[config.mk]
export PLATFORM = sky130hd
export DESIGN_NAME = usb_ep_handshake
export DESIGN_NICKNAME = d
export VERILOG_FILES = /design/src/rtl/usb_ep_pkg.sv /design/src/rtl/usb_ep_cfg.sv /design/src/rtl/usb_ep_seq.sv /design/src/rtl/usb_ep_decide.sv /design/src/rtl/usb_ep_handshake.sv
export SDC_FILE = /design/constraint.sdc
export NUM_CORES = 1
export LEC_CHECK = 0
export CAP_MARGIN = 20
export CELL_PAD_IN_SITES_DETAIL_PLACEMENT = 1
export CELL_PAD_IN_SITES_GLOBAL_PLACEMENT = 1
export CORE_MARGIN = 5
export CORE_UTILIZATION = 40
export DETAILED_ROUTE_END_ITERATION = 8
export GPL_TIMING_DRIVEN = 0
export PLACE_DENSITY = 0.79
export SLEW_MARGIN = 20
export SYNTH_ARGS = -nofsm -noshare
export SYNTH_HDL_FRONTEND = slang
export SYNTH_SLANG_ARGS = --single-unit
export TNS_END_PERCENT = 30
[constraint.sdc]
create_clock -name clk -period 2.4 [get_ports clk]
set_clock_uncertainty 0.1 [all_clocks]
set_input_delay 0.48 -clock clk [delete_from_list [all_inputs] [get_ports clk]]
set_output_delay 0.48 -clock clk [all_outputs]
set_load 0.01 [all_outputs]
[src/rtl/usb_ep_pkg.sv]
package usb_ep_pkg;
  typedef enum logic [2:0] {
    TK_SETUP = 3'd0, TK_IN = 3'd1, TK_OUT = 3'd2, TK_PING = 3'd3, TK_HACK = 3'd4
  } tok_e;

  typedef enum logic [2:0] {
    HS_NONE = 3'd0, HS_ACK = 3'd1, HS_NAK = 3'd2, HS_NYET = 3'd3,
    HS_STALL = 3'd4, HS_DATA = 3'd5
  } hs_e;

  localparam logic [1:0] EPT_CTRL = 2'd0;

  localparam int CFG_W  = 10;
  localparam int B_OTYP = 0;
  localparam int B_OSTL = 2;
  localparam int B_ORST = 3;
  localparam int B_OINH = 4;
  localparam int B_ITYP = 5;
  localparam int B_ISTL = 7;
  localparam int B_IRST = 8;
  localparam int B_IINH = 9;
endpackage

[src/rtl/usb_ep_cfg.sv]
module usb_ep_cfg
  import usb_ep_pkg::*;
#(
  parameter int NUM_EP = 4,
  parameter int EP_W   = (NUM_EP > 1) ? $clog2(NUM_EP) : 1
) (
  input  logic             clk,
  input  logic             rst,
  input  logic             wr_en,
  input  logic [EP_W-1:0]  wr_ep,
  input  logic [CFG_W-1:0] wr_data,
  input  logic [EP_W-1:0]  rd_ep,
  output logic [CFG_W-1:0] rd_data,
  input  logic             clr_en,
  input  logic [EP_W-1:0]  clr_ep,
  output logic [1:0]       typ_o [NUM_EP],
  output logic [1:0]       typ_i [NUM_EP],
  output logic [NUM_EP-1:0] stall_o,
  output logic [NUM_EP-1:0] stall_i,
  output logic [NUM_EP-1:0] inh_o,
  output logic [NUM_EP-1:0] inh_i
);
  always_ff @(posedge clk) begin
    if (rst) begin
      stall_o <= '0;
      stall_i <= '0;
      inh_o   <= '0;
      inh_i   <= '0;
      for (int i = 0; i < NUM_EP; i++) begin
        typ_o[i] <= EPT_CTRL;
        typ_i[i] <= EPT_CTRL;
      end
    end else begin
      for (int i = 0; i < NUM_EP; i++) begin
        if (wr_en && wr_ep == EP_W'(i)) begin
          typ_o[i]   <= wr_data[B_OTYP +: 2];
          stall_o[i] <= wr_data[B_OSTL];
          inh_o[i]   <= wr_data[B_OINH];
          typ_i[i]   <= wr_data[B_ITYP +: 2];
          stall_i[i] <= wr_data[B_ISTL];
          inh_i[i]   <= wr_data[B_IINH];
        end else if (clr_en && clr_ep == EP_W'(i)) begin
          stall_o[i] <= 1'b0;
          stall_i[i] <= 1'b0;
        end
      end
    end
  end

  always_ff @(posedge clk) begin
    if (rst) begin
      rd_data <= '0;
    end else begin
      rd_data                <= '0;
      rd_data[B_OTYP +: 2]   <= typ_o[rd_ep];
      rd_data[B_OSTL]        <= stall_o[rd_ep];
      rd_data[B_OINH]        <= inh_o[rd_ep];
      rd_data[B_ITYP +: 2]   <= typ_i[rd_ep];
      rd_data[B_ISTL]        <= stall_i[rd_ep];
      rd_data[B_IINH]        <= inh_i[rd_ep];
    end
  end

  for (genvar g = 0; g < NUM_EP; g++) begin : g_stall_chk

    stall_hold_chk: assert property (@(posedge clk) disable iff (rst)
      (!wr_en && !(clr_en && clr_ep == EP_W'(g)))
        |=> ($stable(stall_o[g]) && $stable(stall_i[g])));
  end
endmodule

[src/rtl/usb_ep_seq.sv]
module usb_ep_seq #(
  parameter int NUM_EP = 4,
  parameter int EP_W   = (NUM_EP > 1) ? $clog2(NUM_EP) : 1
) (
  input  logic              clk,
  input  logic              rst,
  input  logic              rs_en,
  input  logic [EP_W-1:0]   rs_ep,
  input  logic              rs_o,
  input  logic              rs_i,
  input  logic [EP_W-1:0]   up_ep,
  input  logic              up_o_we,
  input  logic              up_o_val,
  input  logic              up_i_we,
  input  logic              up_i_val,
  output logic [NUM_EP-1:0] tog_o,
  output logic [NUM_EP-1:0] tog_i
);
  always_ff @(posedge clk) begin
    if (rst) begin
      tog_o <= '0;
      tog_i <= '0;
    end else begin
      for (int i = 0; i < NUM_EP; i++) begin
        if (rs_en && rs_o && rs_ep == EP_W'(i))
          tog_o[i] <= 1'b0;
        else if (up_o_we && up_ep == EP_W'(i))
          tog_o[i] <= up_o_val;
        if (rs_en && rs_i && rs_ep == EP_W'(i))
          tog_i[i] <= 1'b0;
        else if (up_i_we && up_ep == EP_W'(i))
          tog_i[i] <= up_i_val;
      end
    end
  end

  for (genvar g = 0; g < NUM_EP; g++) begin : g_tog_chk

    tog_in_hold_chk: assert property (@(posedge clk) disable iff (rst)
      (!rs_en && !(up_i_we && up_ep == EP_W'(g))) |=> $stable(tog_i[g]));

    tog_out_hold_chk: assert property (@(posedge clk) disable iff (rst)
      (!rs_en && !(up_o_we && up_ep == EP_W'(g))) |=> $stable(tog_o[g]));
  end
endmodule

[src/rtl/usb_ep_decide.sv]
module usb_ep_decide
  import usb_ep_pkg::*;
(
  input  logic       ev_en,
  input  tok_e       tok,
  input  logic       pid1,
  input  logic       buf_rdy,
  input  logic       hs,
  input  logic       nxt_rdy,
  input  logic [1:0] typ_o,
  input  logic       stall_o,
  input  logic       stall_i,
  input  logic       inh_o,
  input  logic       tog_o,
  input  logic       tog_i,
  output logic       rsp_v,
  output hs_e        code,
  output logic       data1,
  output logic       acc,
  output logic       dis,
  output logic       clr_stall,
  output logic       o_we,
  output logic       o_val,
  output logic       i_we,
  output logic       i_val
);
  logic ok_hs;
  assign ok_hs = (hs && !nxt_rdy) ? 1'b1 : 1'b0;

  always_comb begin
    rsp_v = 1'b0; code = HS_NONE; data1 = 1'b0; acc = 1'b0; dis = 1'b0;
    clr_stall = 1'b0; o_we = 1'b0; o_val = 1'b0; i_we = 1'b0; i_val = 1'b0;
    if (ev_en) begin
      unique case (tok)
        TK_SETUP: begin
          rsp_v = 1'b1;
          if (typ_o == EPT_CTRL) begin
            code = HS_ACK; acc = 1'b1; clr_stall = 1'b1;
            o_we = 1'b1; o_val = 1'b1; i_we = 1'b1; i_val = 1'b1;
          end else begin
            code = HS_STALL;
          end
        end
        TK_OUT: begin
          rsp_v = 1'b1;
          if (stall_o)       code = HS_STALL;
          else if (!buf_rdy) code = HS_NAK;
          else begin
            code = ok_hs ? HS_NYET : HS_ACK;
            if (inh_o || pid1 == tog_o) begin
              acc = 1'b1; o_we = 1'b1; o_val = ~pid1;
            end else begin
              dis = 1'b1;
            end
          end
        end
        TK_PING: begin
          rsp_v = 1'b1;
          if (stall_o)      code = HS_STALL;
          else if (buf_rdy) code = HS_ACK;
          else              code = HS_NAK;
        end
        TK_IN: begin
          rsp_v = 1'b1;
          if (stall_i)      code = HS_STALL;
          else if (buf_rdy) begin code = HS_DATA; data1 = tog_i; end
          else              code = HS_NAK;
        end
        TK_HACK: begin
          i_we = 1'b1; i_val = ~tog_i;
        end
        default: rsp_v = 1'b0;
      endcase
    end
  end
endmodule

[src/rtl/usb_ep_handshake.sv]
module usb_ep_handshake
  import usb_ep_pkg::*;
#(
  parameter int NUM_EP = 4,
  parameter int EP_W   = (NUM_EP > 1) ? $clog2(NUM_EP) : 1
) (
  input  logic             clk,
  input  logic             rst,
  input  logic             cfg_we,
  input  logic [EP_W-1:0]  cfg_ep,
  input  logic [CFG_W-1:0] cfg_wdata,
  output logic [CFG_W-1:0] cfg_rdata,
  input  logic             ev_valid,
  input  logic [EP_W-1:0]  ev_ep,
  input  logic [2:0]       ev_tok,
  input  logic             ev_pid1,
  input  logic             ev_buf_rdy,
  input  logic             ev_hs,
  input  logic             ev_nxt_rdy,
  output logic             rsp_valid,
  output logic [2:0]       rsp_code,
  output logic             rsp_data1,
  output logic             data_accept,
  output logic             data_discard
);
  logic [1:0]        typ_o [NUM_EP];
  logic [1:0]        typ_i [NUM_EP];
  logic [NUM_EP-1:0] stall_o, stall_i, inh_o, inh_i, tog_o, tog_i;

  logic d_v, d_data1, d_acc, d_dis, d_clr, d_owe, d_oval, d_iwe, d_ival;
  hs_e  d_code;

  usb_ep_cfg #(.NUM_EP(NUM_EP), .EP_W(EP_W)) cfg_i (
    .clk(clk), .rst(rst),
    .wr_en(cfg_we), .wr_ep(cfg_ep), .wr_data(cfg_wdata),
    .rd_ep(cfg_ep), .rd_data(cfg_rdata),
    .clr_en(d_clr), .clr_ep(ev_ep),
    .typ_o(typ_o), .typ_i(typ_i),
    .stall_o(stall_o), .stall_i(stall_i), .inh_o(inh_o), .inh_i(inh_i)
  );

  usb_ep_seq #(.NUM_EP(NUM_EP), .EP_W(EP_W)) seq_i (
    .clk(clk), .rst(rst),
    .rs_en(cfg_we), .rs_ep(cfg_ep),
    .rs_o(cfg_wdata[B_ORST]), .rs_i(cfg_wdata[B_IRST]),
    .up_ep(ev_ep),
    .up_o_we(d_owe), .up_o_val(d_oval), .up_i_we(d_iwe), .up_i_val(d_ival),
    .tog_o(tog_o), .tog_i(tog_i)
  );

  usb_ep_decide dec_i (
    .ev_en(ev_valid), .tok(tok_e'(ev_tok)), .pid1(ev_pid1),
    .buf_rdy(ev_buf_rdy), .hs(ev_hs), .nxt_rdy(ev_nxt_rdy),
    .typ_o(typ_o[ev_ep]), .stall_o(stall_o[ev_ep]), .stall_i(stall_i[ev_ep]),
    .inh_o(inh_o[ev_ep]), .tog_o(tog_o[ev_ep]), .tog_i(tog_i[ev_ep]),
    .rsp_v(d_v), .code(d_code), .data1(d_data1), .acc(d_acc), .dis(d_dis),
    .clr_stall(d_clr), .o_we(d_owe), .o_val(d_oval), .i_we(d_iwe), .i_val(d_ival)
  );

  always_ff @(posedge clk) begin
    if (rst) begin
      rsp_valid <= 1'b0; rsp_code <= 3'd0; rsp_data1 <= 1'b0;
      data_accept <= 1'b0; data_discard <= 1'b0;
    end else begin
      rsp_valid    <= d_v;
      rsp_code     <= d_code;
      rsp_data1    <= d_data1;
      data_accept  <= d_acc;
      data_discard <= d_dis;
    end
  end


  quiet_when_idle_chk: assert property (@(posedge clk) disable iff (rst)
    !rsp_valid |-> (!data_accept && !data_discard));

  no_accept_on_stall_chk: assert property (@(posedge clk) disable iff (rst)
    (rsp_valid && rsp_code == HS_STALL) |-> !data_accept);

  discard_acked_chk: assert property (@(posedge clk) disable iff (rst)
    data_discard |-> (!data_accept && (rsp_code == HS_ACK || rsp_code == HS_NYET)));

  resp_follows_event_chk: assert property (@(posedge clk) disable iff (rst)
    !ev_valid |=> !rsp_valid);
endmodule

Word level (Yosys, flattened, before mapping)
Cells that the tools add are included.
Cells by class
  magnitude comparators: 4
  eq/ne operators: 11
  muxes and demuxes: 68
  bitwise operators: 8
  reduce and logical (&&, ||, !) cells: 49
Operators with widths (count)
  $mux W1: 37
  $logic_and A1 B1 Y1: 27
  $bmux W1 S2: 9
  $mux W3: 6
  $reduce_or A2 Y1: 9
  $mux W2: 8
  $bmux W2 S2: 3
  $pmux W3 S4: 1
  $reduce_or A5 Y1: 2
  $eq A2 B2 Y1 const B: 4
  $pmux W1 S2: 4
  $reduce_bool A2 Y1: 4
  $eq A3 B2 Y1 const B: 2
  $ge A3 B3 Y1 const B: 2
  $logic_not A2 Y1: 3
  $lt A2 B3 Y1 const B: 2
  $not A1 Y1: 6
  $not A2 Y3: 2
  $eq A2 B1 Y1 const B: 2
  $reduce_or A4 Y1: 1
  $eq A3 B1 Y1 const B: 1
  $eq A3 B3 Y1 const B: 1
  $logic_not A3 Y1: 1
  $eq A1 B1 Y1: 1
  other kinds (2): 2
Word-level totals
  register bits: 57
  bits of input ports: 25

Longest topological paths before layout
  word-level depth: 11
  depth in mapped cells: 7
  depth with buffers taken out: 5

Hierarchy
A second synthesis with hierarchy kept.
Second synthesis, totals
  cell total of the unflattened synthesis: 266
  area, all modules: 2726.4 um2
By module, submodules not included
  usb_ep_cfg: times used 1, cells an instance 162, area an instance 1631.6 um2, sequential area each 800.8 um2
  usb_ep_seq: times used 1, cells an instance 48, area an instance 475.5 um2, sequential area each 160.2 um2
  usb_ep_handshake: times used 1, cells an instance 23, area an instance 356.6 um2, sequential area each 140.1 um2
  usb_ep_decide: times used 1, cells an instance 33, area an instance 262.8 um2, sequential area each 0.0 um2

Worst setup path before layout
No wires, ideal clock.
  path kind: input -> register
  from: input ev_ep[0]
  to: register seq_i.tog_o[0]
  arrival: 2052 ps
  required time: 2175 ps
  slack: 123 ps
  cell stages on the path: 6
  path buffers: 1
  cell sequence: buf_6 mux4_2 or4b_4 nor3b_2 nand2_2 mux2i_1
On the way
  cells in the longest elaborated chain, start to end: 10
RTL lines
  start: declaration: RTL line usb_ep_handshake.sv:14  | input logic [EP_W-1:0] ev_ep,
  $bmux W1 S2: RTL line usb_ep_handshake.sv:55  | .inh_o(inh_o[ev_ep]), .tog_o(tog_o[ev_ep]), .tog_i(tog_i[ev_ep]),
  $mux W1 (implied by the code): RTL line usb_ep_handshake.sv:55
  $eq A1 B1 Y1: RTL line usb_ep_decide.sv:50  | if (inh_o || pid1 == tog_o) begin
  $logic_or A1 B1 Y1: RTL line usb_ep_decide.sv:50
  $mux W1: RTL line usb_ep_decide.sv:50
  $mux W1: RTL line usb_ep_decide.sv:47  | else if (!buf_rdy) code = HS_NAK;
  $mux W1: RTL line usb_ep_decide.sv:46  | if (stall_o) code = HS_STALL;
  $pmux W1 S2: RTL line usb_ep_decide.sv:34  | unique case (tok)
  $mux W1: RTL line usb_ep_decide.sv:33  | if (ev_en) begin
  $logic_and A1 B1 Y1: RTL line usb_ep_seq.sv:27  | else if (up_o_we && up_ep == EP_W'(i))
  end signal: indexed assignment: RTL line usb_ep_seq.sv:28  | tog_o[i] <= up_o_val;
  end: declaration: RTL line usb_ep_seq.sv:16  | output logic [NUM_EP-1:0] tog_o,
Parallel ways exist; a longest one is shown, timed or not. The select of a mux whose other input is x is not followed.
A chain may end at the register's enable or synchronous reset.

Final worst setup path
  from: input ev_tok[1]
  to: register seq_i.tog_o[0]
On the way
  cells in the longest elaborated chain, start to end: 4
RTL lines
  start: declaration: RTL line usb_ep_handshake.sv:15  | input logic [2:0] ev_tok,
  $eq A3 B2 Y1 or $logic_not A3 Y1 (tied branches): RTL line usb_ep_decide.sv:34
  $pmux W1 S2: RTL line usb_ep_decide.sv:34
  $mux W1: RTL line usb_ep_decide.sv:33
  $logic_and A1 B1 Y1: RTL line usb_ep_seq.sv:27
Parallel ways exist; a longest one is shown, timed or not.

==> run summary <==
Max Cap Viol = 0
Vias/cell = 5.62
syn avg cell area = 8.79 µm²
first-pass iteration count of the detailed router = 4
Worst Hold Class = flop to flop
die area = 0.00817 mm²
Worst slew margin = 0.271
FMAX = 0.440 GHz
final setup fails = 0
Nets = 364
gr ovfl total = 0
critical path class = input pin to flop
cts bufs inserted = 5
design area = 0.00322 mm²
core area = 0.00631 mm²
via count = 2,342
cell area after synthesis = 0.00258 mm²
DRC viols = 0
antenna-violating nets left = 0
Syn Inst Count = 294
starting density of the core = 0.409
Critical Path AT = 2370 ps
wirelength, routed = 7940 µm
ys flop type = dfxtp_1
leading area contributor after synthesis = dfxtp_1
DP Area = 0.00304 mm²
global placer's final weighted congestion = 0.827
Clock transition at path regs = 110 ps
Die Ht = 90.4 µm
IO Count = 42
Worst VDD drop = 0.273 mV
row cnt = 29
Fin. Hold Viols = 0
sequential cell area fraction in the yosys report = 0.426
RSZ-0062 raised after global routing = false
H-tree Lvls = 2
period utilisation layout = 0.947
Synth area leaders = dfxtp_1 (43%), nand2_1 (8.9%), mux4_2 (7.8%)
Distinct cells, synth = 43
Sum Neg Setup Slack = 0 ps
async set-reset flop share out of synthesis = 0
synth warn = 0
Worst Max-Slew Pin Slew = 1080 ps
area growth from synthesis to layout = 24.5%
CTS sink cnt = 55
CP Max Fanout = 6
Root Buffer Master = clkbuf_8
Die Wd = 90.4 µm
Power Density = 547 mW/mm²
GR Util All Layers = 0.196
IO buf count = 35
max-slew violation count = 0
final-layout fill cell count = 752
crit end category = flop
CP startpoint kind = input pin
number of global-route vias before repair = 2,484
Clk Latency, worst-skew pair = 320 ps
area fraction of the dominant cell type after synthesis = 0.426
TritonCTS clock tree = yes
CTS Buffer Depth = 2
first-pass GRT wire length = 13,000 µm
initial antenna violation count = 0
fraction of layout cells with a size suffix above 1 = 0.109
Synth Register Bits = 55
drt initial violations = 183
cts hold-fix bufs = 0
number of synthesized flops with an enable pin = 0
static leakage = 0.00116 µW
fin crit period = 2270 ps
CP required = 2500 ps
DP HPWL = 5700 µm
largest net degree at the start of global routing = 18
routed length per placed instance = 19.1 µm
status = finished, final reports clean
n_diodes = 0
[layout by cell type (no fill, tap or decap), types with 2 or more instances in the layout]
cell type,instances
a2111oi_0,3
nand2b_1,8
nand2_1,61
xnor2_1,2
clkdlybuf4s50_1,34
a211oi_1,2
or2_2,2
o21ai_0,8
conb_1,2
nor3b_1,2
dfxtp_1,55
mux2i_1,7
nor3_1,6
and3_1,2
buf_4,4
clkbuf_1,15
a21oi_1,32
nor2_1,23
clkinv_4,2
nor2b_1,12
mux4_1,2
nor4_1,4
clkbuf_8,5
mux4_2,9
a2bb2oi_1,8
o22ai_1,2
inv_1,4
[Yosys cell counts, types with 3 or more instances]
library cell / count
nor2b_1: 12
dfxtp_1: 55
a2bb2oi_1: 8
a21oi_1: 32
inv_1: 4
nor2_1: 23
o21ai_0: 8
mux4_2: 9
mux2i_1: 7
a2111oi_0: 3
nor3_1: 7
nand2b_1: 8
nor4_1: 5
nand2_1: 61
clkbuf_1: 15
[worst max-delay path: stages]
cell and delay [ps]:
clkdlybuf4s50_1 610, inv_1 160, or4b_4 590, nor3b_2 220
nand2_2 140, mux2i_1 160
[metal layers]
layer,wire length [µm],track usage,vias up,share of wire
met2,3970,0.341,64,0.50
met4,118,0.0620,0,0.015
li1,-,-,1121,-
met3,406,0.0375,13,0.051
met1,3450,0.243,1144,0.43
met5,0,0,-,0
[metrics by stage]
step | worst slack [ps] | hold slack [ps] | utilization | total power (µW) | instances
3_5_place_dp | -750 | 349 | 0.481 | 1220 | 407
6_report | 128 | 361 | 0.510 | 1760 | 417
2_1_floorplan | 123 | 333 | - | 1110 | 295
4_1_cts | 19.4 | 364 | 0.506 | 1770 | 417
3_3_place_gp | -657 | 342 | 0.481 | 1220 | 407
5_1_grt | 11.9 | 377 | 0.510 | 1830 | 417
[power breakdown]
group	switching [µW]	total, µW	internal, µW
clock	327	538	211
combinational	150	270	120
sequential	15.8	953	937
total	493	1760	1270
[cell families (layout without fill, tap and decap cells)]
kind of cell / count (synthesis) / count (layout) / share of synthesized area
other cells: 1 / 2 / 0.00145
flops: 55 / 55 / 0.426
compound gates: 63 / 63 / 0.155
xor+xnor: 2 / 2 / 0.00678
buf+inv: 23 / 68 / 0.0397
mux: 18 / 18 / 0.126
simple gates: 132 / 132 / 0.245
[worst paths after layout]
kind | startpoint | to | slack [ps] | cells after the start
hold reg to reg | cfg_i.typ_i[2] | cfg_i.typ_i[2] | 360 | 2
setup / recovery | ev_tok[1] | seq_i.tog_o[0] | 130 | 6
hold / removal | cfg_i.typ_i[2] | cfg_i.typ_i[2] | 360 | 2
setup reg to reg | cfg_i.typ_o[0] | cfg_i.stall_i[0] | 270 | 6
[sequential cells by signal, indices dropped and copies added, names as in the netlist, 4 cells and up]
signal / cells
seq_i.tog_i: 4
cfg_i.stall_i: 4
cfg_i.inh_o: 4
cfg_i.rd_data: 8
seq_i.tog_o: 4
cfg_i.typ_i: 8
cfg_i.stall_o: 4
cfg_i.typ_o: 8
cfg_i.inh_i: 4
[area by class of cell]
type                       count  area (µm²)  area share
timing repair buffer          37         377       0.117
inverter                       4        15.0     0.00467
buffer                        19        91.3      0.0284
multi-input combinational    217        1450       0.450
clock buffer                   6        72.6      0.0226
tap                           77        96.3      0.0299
clock inverter                 2        17.5     0.00544
sequential                    55        1100       0.342
[timing repair]
action,in CTS,in global routing
gates resized for setup,8,5
setup endpoints to repair,16,12
pin swaps,2,0
buffers inserted,2,0
(Power assumes the default switching activity.)
